===== src/rtl/pwrseq_pkg.sv =====
package pwrseq_pkg;
    localparam int SLOT_W     = 3;
    localparam int SLOT_CNT_W = 4;
    localparam int CODE_OFF   = 0;
    localparam int CK_SLOT    = 7;
    localparam int REL_SLOT   = 8;

    typedef enum logic [1:0] {
        SEQ_IDLE = 2'd0,
        SEQ_RUN  = 2'd1,
        SEQ_FIN  = 2'd2
    } seq_state_e;

    typedef logic [SLOT_CNT_W-1:0] slot_t;

    function automatic int slot_len(input logic long_sel, input int short_t, input int long_t);
        return long_sel ? long_t : short_t;
    endfunction
endpackage


===== src/rtl/pwrseq_timer.sv =====
module pwrseq_timer
    import pwrseq_pkg::*;
#(
    parameter int SHORT_TICKS = 16,
    parameter int LONG_TICKS  = 66,
    localparam int TCNT_W     = $clog2(LONG_TICKS + 1)
) (
    input  logic  clk,
    input  logic  rst,
    input  logic  clear,
    input  logic  load,
    input  logic  run,
    input  logic  tick,
    input  logic  long_sel,
    output slot_t slot_nx
);
    slot_t             slot_q;
    logic [TCNT_W-1:0] tcnt_q, tcnt_nx;
    logic              long_q, long_nx;
    logic [TCNT_W-1:0] last_tick;

    always_comb begin
        last_tick = TCNT_W'(slot_len(long_q, SHORT_TICKS, LONG_TICKS) - 1);
        slot_nx   = slot_q;
        tcnt_nx   = tcnt_q;
        long_nx   = long_q;
        if (clear) begin
            slot_nx = '0;
            tcnt_nx = '0;
            long_nx = 1'b0;
        end else if (load) begin
            slot_nx = slot_t'(1);
            tcnt_nx = '0;
            long_nx = long_sel;
        end else if (run && tick) begin
            if (tcnt_q == last_tick) begin
                tcnt_nx = '0;
                slot_nx = slot_q + slot_t'(1);
            end else begin
                tcnt_nx = tcnt_q + TCNT_W'(1);
            end
        end
    end

    always_ff @(posedge clk) begin
        if (rst) begin
            slot_q <= '0;
            tcnt_q <= '0;
            long_q <= 1'b0;
        end else begin
            slot_q <= slot_nx;
            tcnt_q <= tcnt_nx;
            long_q <= long_nx;
        end
    end
endmodule


===== src/rtl/pwrseq_rail_bank.sv =====
module pwrseq_rail_bank
    import pwrseq_pkg::*;
#(
    parameter int N_RES = 12
) (
    input  logic                    clk,
    input  logic                    rst,
    input  logic                    clear,
    input  logic                    upd,
    input  slot_t                   slot_nx,
    input  logic [N_RES*SLOT_W-1:0] cfg,
    output logic [N_RES-1:0]        en
);
    for (genvar i = 0; i < N_RES; i++) begin : g_rail
        logic [SLOT_W-1:0] code;
        logic              hit;
        logic              en_q;

        assign code = cfg[i*SLOT_W +: SLOT_W];
        assign hit  = (code != SLOT_W'(CODE_OFF)) && (slot_t'(code) <= slot_nx);

        always_ff @(posedge clk) begin
            if (rst || clear)
                en_q <= 1'b0;
            else if (upd && hit)
                en_q <= 1'b1;
        end

        assign en[i] = en_q;
    end
endmodule


===== src/rtl/pwrseq_top.sv =====
module pwrseq_top
    import pwrseq_pkg::*;
#(
    parameter int N_RES       = 12,
    parameter int SHORT_TICKS = 16,
    parameter int LONG_TICKS  = 66
) (
    input  logic                    clk,
    input  logic                    rst,
    input  logic                    tick,
    input  logic                    start,
    input  logic                    stop,
    input  logic                    long_slot,
    input  logic [N_RES*SLOT_W-1:0] slot_cfg,
    output logic [N_RES-1:0]        rail_en,
    output logic                    ck32_en,
    output logic                    rst_release,
    output logic                    seq_done
);
    seq_state_e state_q, state_nx;
    slot_t      slot_nx;
    logic       go, run, upd;
    logic       ck_q, rel_q, done_q;

    assign go  = (state_q == SEQ_IDLE) && start && !stop;
    assign run = (state_q == SEQ_RUN) && !stop;
    assign upd = go || run;

    pwrseq_timer #(
        .SHORT_TICKS(SHORT_TICKS),
        .LONG_TICKS (LONG_TICKS)
    ) u_timer (
        .clk     (clk),
        .rst     (rst),
        .clear   (stop),
        .load    (go),
        .run     (run),
        .tick    (tick),
        .long_sel(long_slot),
        .slot_nx (slot_nx)
    );

    pwrseq_rail_bank #(
        .N_RES(N_RES)
    ) u_bank (
        .clk    (clk),
        .rst    (rst),
        .clear  (stop),
        .upd    (upd),
        .slot_nx(slot_nx),
        .cfg    (slot_cfg),
        .en     (rail_en)
    );

    always_comb begin
        state_nx = state_q;
        if (stop)
            state_nx = SEQ_IDLE;
        else if (go)
            state_nx = SEQ_RUN;
        else if (run && slot_nx >= slot_t'(REL_SLOT))
            state_nx = SEQ_FIN;
    end

    always_ff @(posedge clk) begin
        if (rst || stop) begin
            state_q <= SEQ_IDLE;
            ck_q    <= 1'b0;
            rel_q   <= 1'b0;
            done_q  <= 1'b0;
        end else begin
            state_q <= state_nx;
            done_q  <= 1'b0;
            if (upd && slot_nx >= slot_t'(CK_SLOT))
                ck_q <= 1'b1;
            if (run && slot_nx >= slot_t'(REL_SLOT)) begin
                rel_q  <= 1'b1;
                done_q <= 1'b1;
            end
        end
    end

    assign ck32_en     = ck_q;
    assign rst_release = rel_q;
    assign seq_done    = done_q;
endmodule


===== config.mk =====
export PLATFORM = sky130hd
export DESIGN_NAME = pwrseq_top
export DESIGN_NICKNAME = d
export VERILOG_FILES = /design/src/rtl/pwrseq_pkg.sv /design/src/rtl/pwrseq_timer.sv /design/src/rtl/pwrseq_rail_bank.sv /design/src/rtl/pwrseq_top.sv
export SDC_FILE = /design/constraint.sdc
export NUM_CORES = 1
export LEC_CHECK = 0
export CAP_MARGIN = 20
export CORE_MARGIN = 2
export CORE_UTILIZATION = 58
export DETAILED_ROUTE_END_ITERATION = 10
export DONT_BUFFER_PORTS = 1
export PLACE_DENSITY_LB_ADDON = 0.12
export SYNTH_ARGS = -nofsm -noshare
export SYNTH_HDL_FRONTEND = slang
export SYNTH_SLANG_ARGS = --single-unit
export TNS_END_PERCENT = 30

===== constraint.sdc =====
create_clock -name clk -period 3.55 [get_ports clk]
set_clock_uncertainty 0.05 [all_clocks]
set_input_delay 0.71 -clock clk [delete_from_list [all_inputs] [get_ports clk]]
set_output_delay 0.71 -clock clk [all_outputs]
set_load 0.01 [all_outputs]

# Word level (Yosys, flattened, before mapping)
# Index checks and enable logic that the tools add are counted.
# totals
regBits	29
input_bits	42
out_inout_bits	15
word_cells	99
# classes
add_sub_neg	3
n_lt_le_gt_ge	14
eq_ne	2
muxes	9
n_reduce_logical	51
# ops
operator	n
$le A3 B4 Y1	12
$reduce_bool A3 Y1	12
$logic_and A1 B1 Y1	30
$mux W4	4
$mux W7	2
$add A7 B1 Y7 const B	1
$eq A7 B7 Y1	1
$sub A7 B2 Y7 const B	1
$reduce_or A3 Y1	2
$add A4 B1 Y4 const B	1
$ge A4 B3 Y1 const B	1
$ge A4 B4 Y1 const B	1
$reduce_or A2 Y1	2
$mux W1	3
$eq A2 B1 Y1 const B	1
$logic_not A2 Y1	1
$logic_or A1 B1 Y1	2
$reduce_bool A2 Y1	1
$logic_not A1 Y1	1

# Depth between registers and ports, before layout
# logic_depth
ltp_word	11
ltp_mapped	14
mapped_depth_nobuf	11

# Modules after synthesis
# Synthesis repeated with hierarchy kept, for this count alone.
# hier_totals
hier_cells	274
area_unflattened_um2	2263.4
# by_module_without_submodules
module	n_inst	cells_each	area_per_inst_um2	seq_area_each_um2
pwrseq_rail_bank	1	175	1396.3	240.2
pwrseq_timer	1	75	648.1	240.2
pwrseq_top	1	24	219.0	100.1

# Least setup slack after synthesis
# Ideal clock, no wire load.
# synth_timing
path_kind	input port to flip-flop
start	input tick
end	register u_bank.g_rail[10].en_q
setup_time_ps	122
arrival_ps	3198
required_ps	3378
path_slack_ps	180
stages	12
cell_sequence	nor4bb_1 > buf_4 > nand3_4 > or2_1 > buf_6 > buf_8 > xor2_1 > a21oi_1 > ha_1 > a32oi_1 > o221a_1 > o21ai_2
# synth_between
elab_chain_cells	7
# synth_lines
element	line	rtl
start, declared	pwrseq_top.sv:10	input logic tick,
$logic_and A1 B1 Y1	pwrseq_timer.sv:35	end else if (run && tick) begin
$mux W4	pwrseq_timer.sv:35	
$mux W4	pwrseq_timer.sv:31	end else if (load) begin
$mux W4	pwrseq_timer.sv:27	if (clear) begin
via slot_nx[0]	pwrseq_top.sv:21	slot_t slot_nx;
$le A3 B4 Y1	pwrseq_rail_bank.sv:20	assign hit = (code != SLOT_W'(CODE_OFF)) && (slot_t'(code) <= slot_nx);
$logic_and A1 B1 Y1	pwrseq_rail_bank.sv:20	
$logic_and A1 B1 Y1	pwrseq_rail_bank.sv:25	else if (upd && hit)
end signal, assigned	pwrseq_rail_bank.sv:24	en_q <= 1'b0;
end signal, assigned	pwrseq_rail_bank.sv:26	en_q <= 1'b1;
end, declared	pwrseq_rail_bank.sv:17	logic en_q;
# The timed path passes the listed nets, and every way through them passes these cells.
# A chain may end at the register's enable or synchronous reset.

# Worst setup path in the final report
# layout_timing
start	input tick
end	register u_bank.g_rail[9].en_q
# layout_between
elab_chain_cells	7
# layout_lines
element	line
$logic_and A1 B1 Y1	pwrseq_timer.sv:35
$mux W4	pwrseq_timer.sv:35
$mux W4	pwrseq_timer.sv:31
$mux W4	pwrseq_timer.sv:27
$le A3 B4 Y1	pwrseq_rail_bank.sv:20
$logic_and A1 B1 Y1	pwrseq_rail_bank.sv:20
$logic_and A1 B1 Y1	pwrseq_rail_bank.sv:25
end signal, assigned	pwrseq_rail_bank.sv:24
end signal, assigned	pwrseq_rail_bank.sv:26
end, declared	pwrseq_rail_bank.sv:17
# No other way between the ends.

==> results.toml <==
[layout]
antenna_cells = 0
syn_to_final_growth_pct = 2.302
postLayoutCoreUtil_pct = 60.65
nets = 343
fin_cells = 313
postLayoutCellArea_um2 = 2391
drive_above_1_share_pct = 10.65

[sta]
whs_ns = 0.4469
timing.setup.tns_ns = 0
relSlewSlack_pct = 56.40
setup_ws_ns = 0.4617
timing_hold_violations_final = 0
fmax_mhz = 323.8
fin_crit_sh_pct = 86.99
rsz0062_at_grt = "false"
setup_viol_count_final = 0
slew_viol_final = 0
period_needed_ns = 3.088
worstMarginPinSlew_ns = 0.6518

[synthesis]
yosysMostFrequentCell = "ha_1"
yosysTopAreaCellShare_pct = 24.84
synth_top_area_cell = "dfxtp_1"
synth_area_per_cell_um2 = 8.656
syn_inst = 270
synth.distinct_cells = 36
seq_area_frac_synth_pct = 24.84
synthArstFlopShare_pct = 0
yosys-top-cells-area = "dfxtp_1 (25%), ha_1 (20%), o21ai_0 (4.5%)"
syn_nets = 350
yosysWarnings = 0
ys_seq_elements = 29
synth_edf_count = 0
synth_flop_cell = "dfxtp_1"
ys_top_cells_by_count = "ha_1 (38), dfxtp_1 (29), nand2_1 (26)"
syn-cell-area_um2 = 2337

[place]
dpl_cell_area_um2 = 2305
place_hpwl_mm = 3.713
place_ws_ns = 0.1919
dp.cells = 306
gp_congestion = 0.7753
port_buffers = 0

[min_path]
hold_class = "reg2reg"
hold_depth = 2
holdCritStartpoint = "u_timer.long_q"
worstHoldEndpoint = "u_timer.long_q"

[power_and_ir_drop]
combPwrFrac_pct = 15.0
internal_power_uw = 540.1
p_sw_share_pct = 25.57
ir_drop_mv = 0.1548
seq_power_share_pct = 47.2
p_switching_uw = 185.5
clkPwrFrac_pct = 37.8
total_power_uw = 725.6
leakage_nw = 0.9984
power.density_nw_per_um2 = 303.5

[clock_tree]
tritoncts = "done"
cts_buffer_depth = 2
cts_sinks = 29
cts_root_buf = "clkbuf_8"
cts_setup_buffers = 0
cts_hold_buffers = 0
numCtsBuffers = 5
clkTransAtPathRegs_ns = 0.07
cts_resized = 0
insertion_delay_ns = 0.27
cts_max_level = 2

[setup_path]
criticalPathCategory = "in2reg"
required_ns = 3.67
cp-end-kind = "register"
rr_worst_depth = 12
regToRegStartpoint = "state_q[0]"
slowest_delay_ns = 0.45
cp.buffers_inverters = 1
critical_path.slowest_cell = "ha_1"
critPathTopFamily = "simple AND/OR/NAND/NOR gates"
rr_endpoint = "u_bank.g_rail[9].en_q"
path_max_fanout = 12
crit_arrival_ns = 3.21
startpoint = "tick"
cp-start-kind = "primary input"
reg2reg_setup_slack_ns = 0.48
path_cells = "nor4bb_1 > buf_4 > nand3_4 > or2_1 > mux2i_1 > nand2b_1 > ha_1 > nor2b_1 > o21ai_0 > a32oi_1 > o221a_1 > o21ai_2"

[detailed_routing]
drc = 0
via_per_inst = 6.042
num_vias = 1891
first_iter_violations = 110
routedWlPerCell_um = 16.65
wl_mm = 5.213
first_pass_iters = 4
ant_nets = 0

[global_routing]
antenna_found_initial = 0
grt_first_pass_wirelength_mm = 8.480
grt_usage_pct = 24.98
grt_pass1_vias = 1882
grt_max_degree = 19
grt_overflow = 0

[floorplanning]
num_rows = 23
core-area_um2 = 3943
ios = 57
start_util_pct = 59.28
die_w_um = 67.48
die_y_um = 67.48
die_area_um2 = 4554

[run]
cap_violations = 0

[status]
status = "finished clean"
==> power groups by stage <==
stage / clock network (mW) / logic [mW] / registers (mW)
floorplan: 0 / 0.0948 / 0.344
global placement: 0 / 0.105 / 0.350
detailed placement: 0 / 0.108 / 0.350
CTS: 0.282 / 0.109 / 0.343
global route: 0.294 / 0.127 / 0.344
finish: 0.274 / 0.109 / 0.342
==> kinds of logic (layout without fill, tap and decap cells) <==
kind of cell	count (synthesis)	in the layout	synth area share (%)
muxes	3	3	1.285
buffers and inverters	45	38	10.22
and+or+nand+nor	76	76	16.97
xor gates and xnor gates	10	10	3.747
adders and majority gates	38	38	20.34
DFF	29	29	24.84
AOI/OAI and AO/OA	69	69	22.59
==> per-layer routing <==
metal	up-vias	track usage, %	part of all wire (%)
met5	-	0	0
met4	0	10.20	1.2
met3	6	6.500	7.0
met2	57	42.16	46
met1	874	29.94	46
li1	954	-	-
==> worst max path at each step <==
stage	to	slack [ns]	cells past startpoint
CTS	u_bank.g_rail[9].en_q	0.48	12
floorplan	u_bank.g_rail[10].en_q	0.18	12
global route	u_bank.g_rail[7].en_q	0.22	12
global placement	u_bank.g_rail[2].en_q	0.24	12
finish	u_bank.g_rail[9].en_q	0.46	12
detailed placement	u_bank.g_rail[4].en_q	0.19	12
==> cell type report <==
| type | instances | area (um^2) |
|---|---|---|
| Clock buffer | 7 | 86.33 |
| Fill cell | 357 | 1551 |
| Inverter | 25 | 93.84 |
| Multi-Input combinational cell | 196 | 1523 |
| Sequential cell | 29 | 580.6 |
| Tap cell | 50 | 62.56 |
| Timing Repair Buffer | 6 | 45.04 |
==> worst register-to-register path, stage by stage (launching register included) <==
cell and delay, ns:
dfxtp_1 0.43, nor4bb_1 0.25, buf_4 0.21, nand3_4 0.10, or2_1 0.25, mux2i_1 0.13
nand2b_1 0.43, ha_1 0.45, nor2b_1 0.14, o21ai_0 0.10, a32oi_1 0.16, o221a_1 0.21
o21ai_2 0.05
==> placed cells by master (no fill, tap or decap), types with 12 or more instances in the layout <==
master	n
o31ai_1	12
dfxtp_1	29
ha_1	38
nor2b_1	13
inv_1	25
a32oi_1	12
o21ai_0	21
nand2_1	26
nor2_1	19
==> sequential cells by signal, indices dropped and copies added (netlist names) <==
name,flops
rst_release,1
state_q,2
u_timer.tcnt_q,7
ck32_en,1
u_timer.long_q,1
u_bank.g_rail.en_q,12
u_timer.slot_q,4
seq_done,1
No activity file was read; power rests on OpenSTA's default activity.
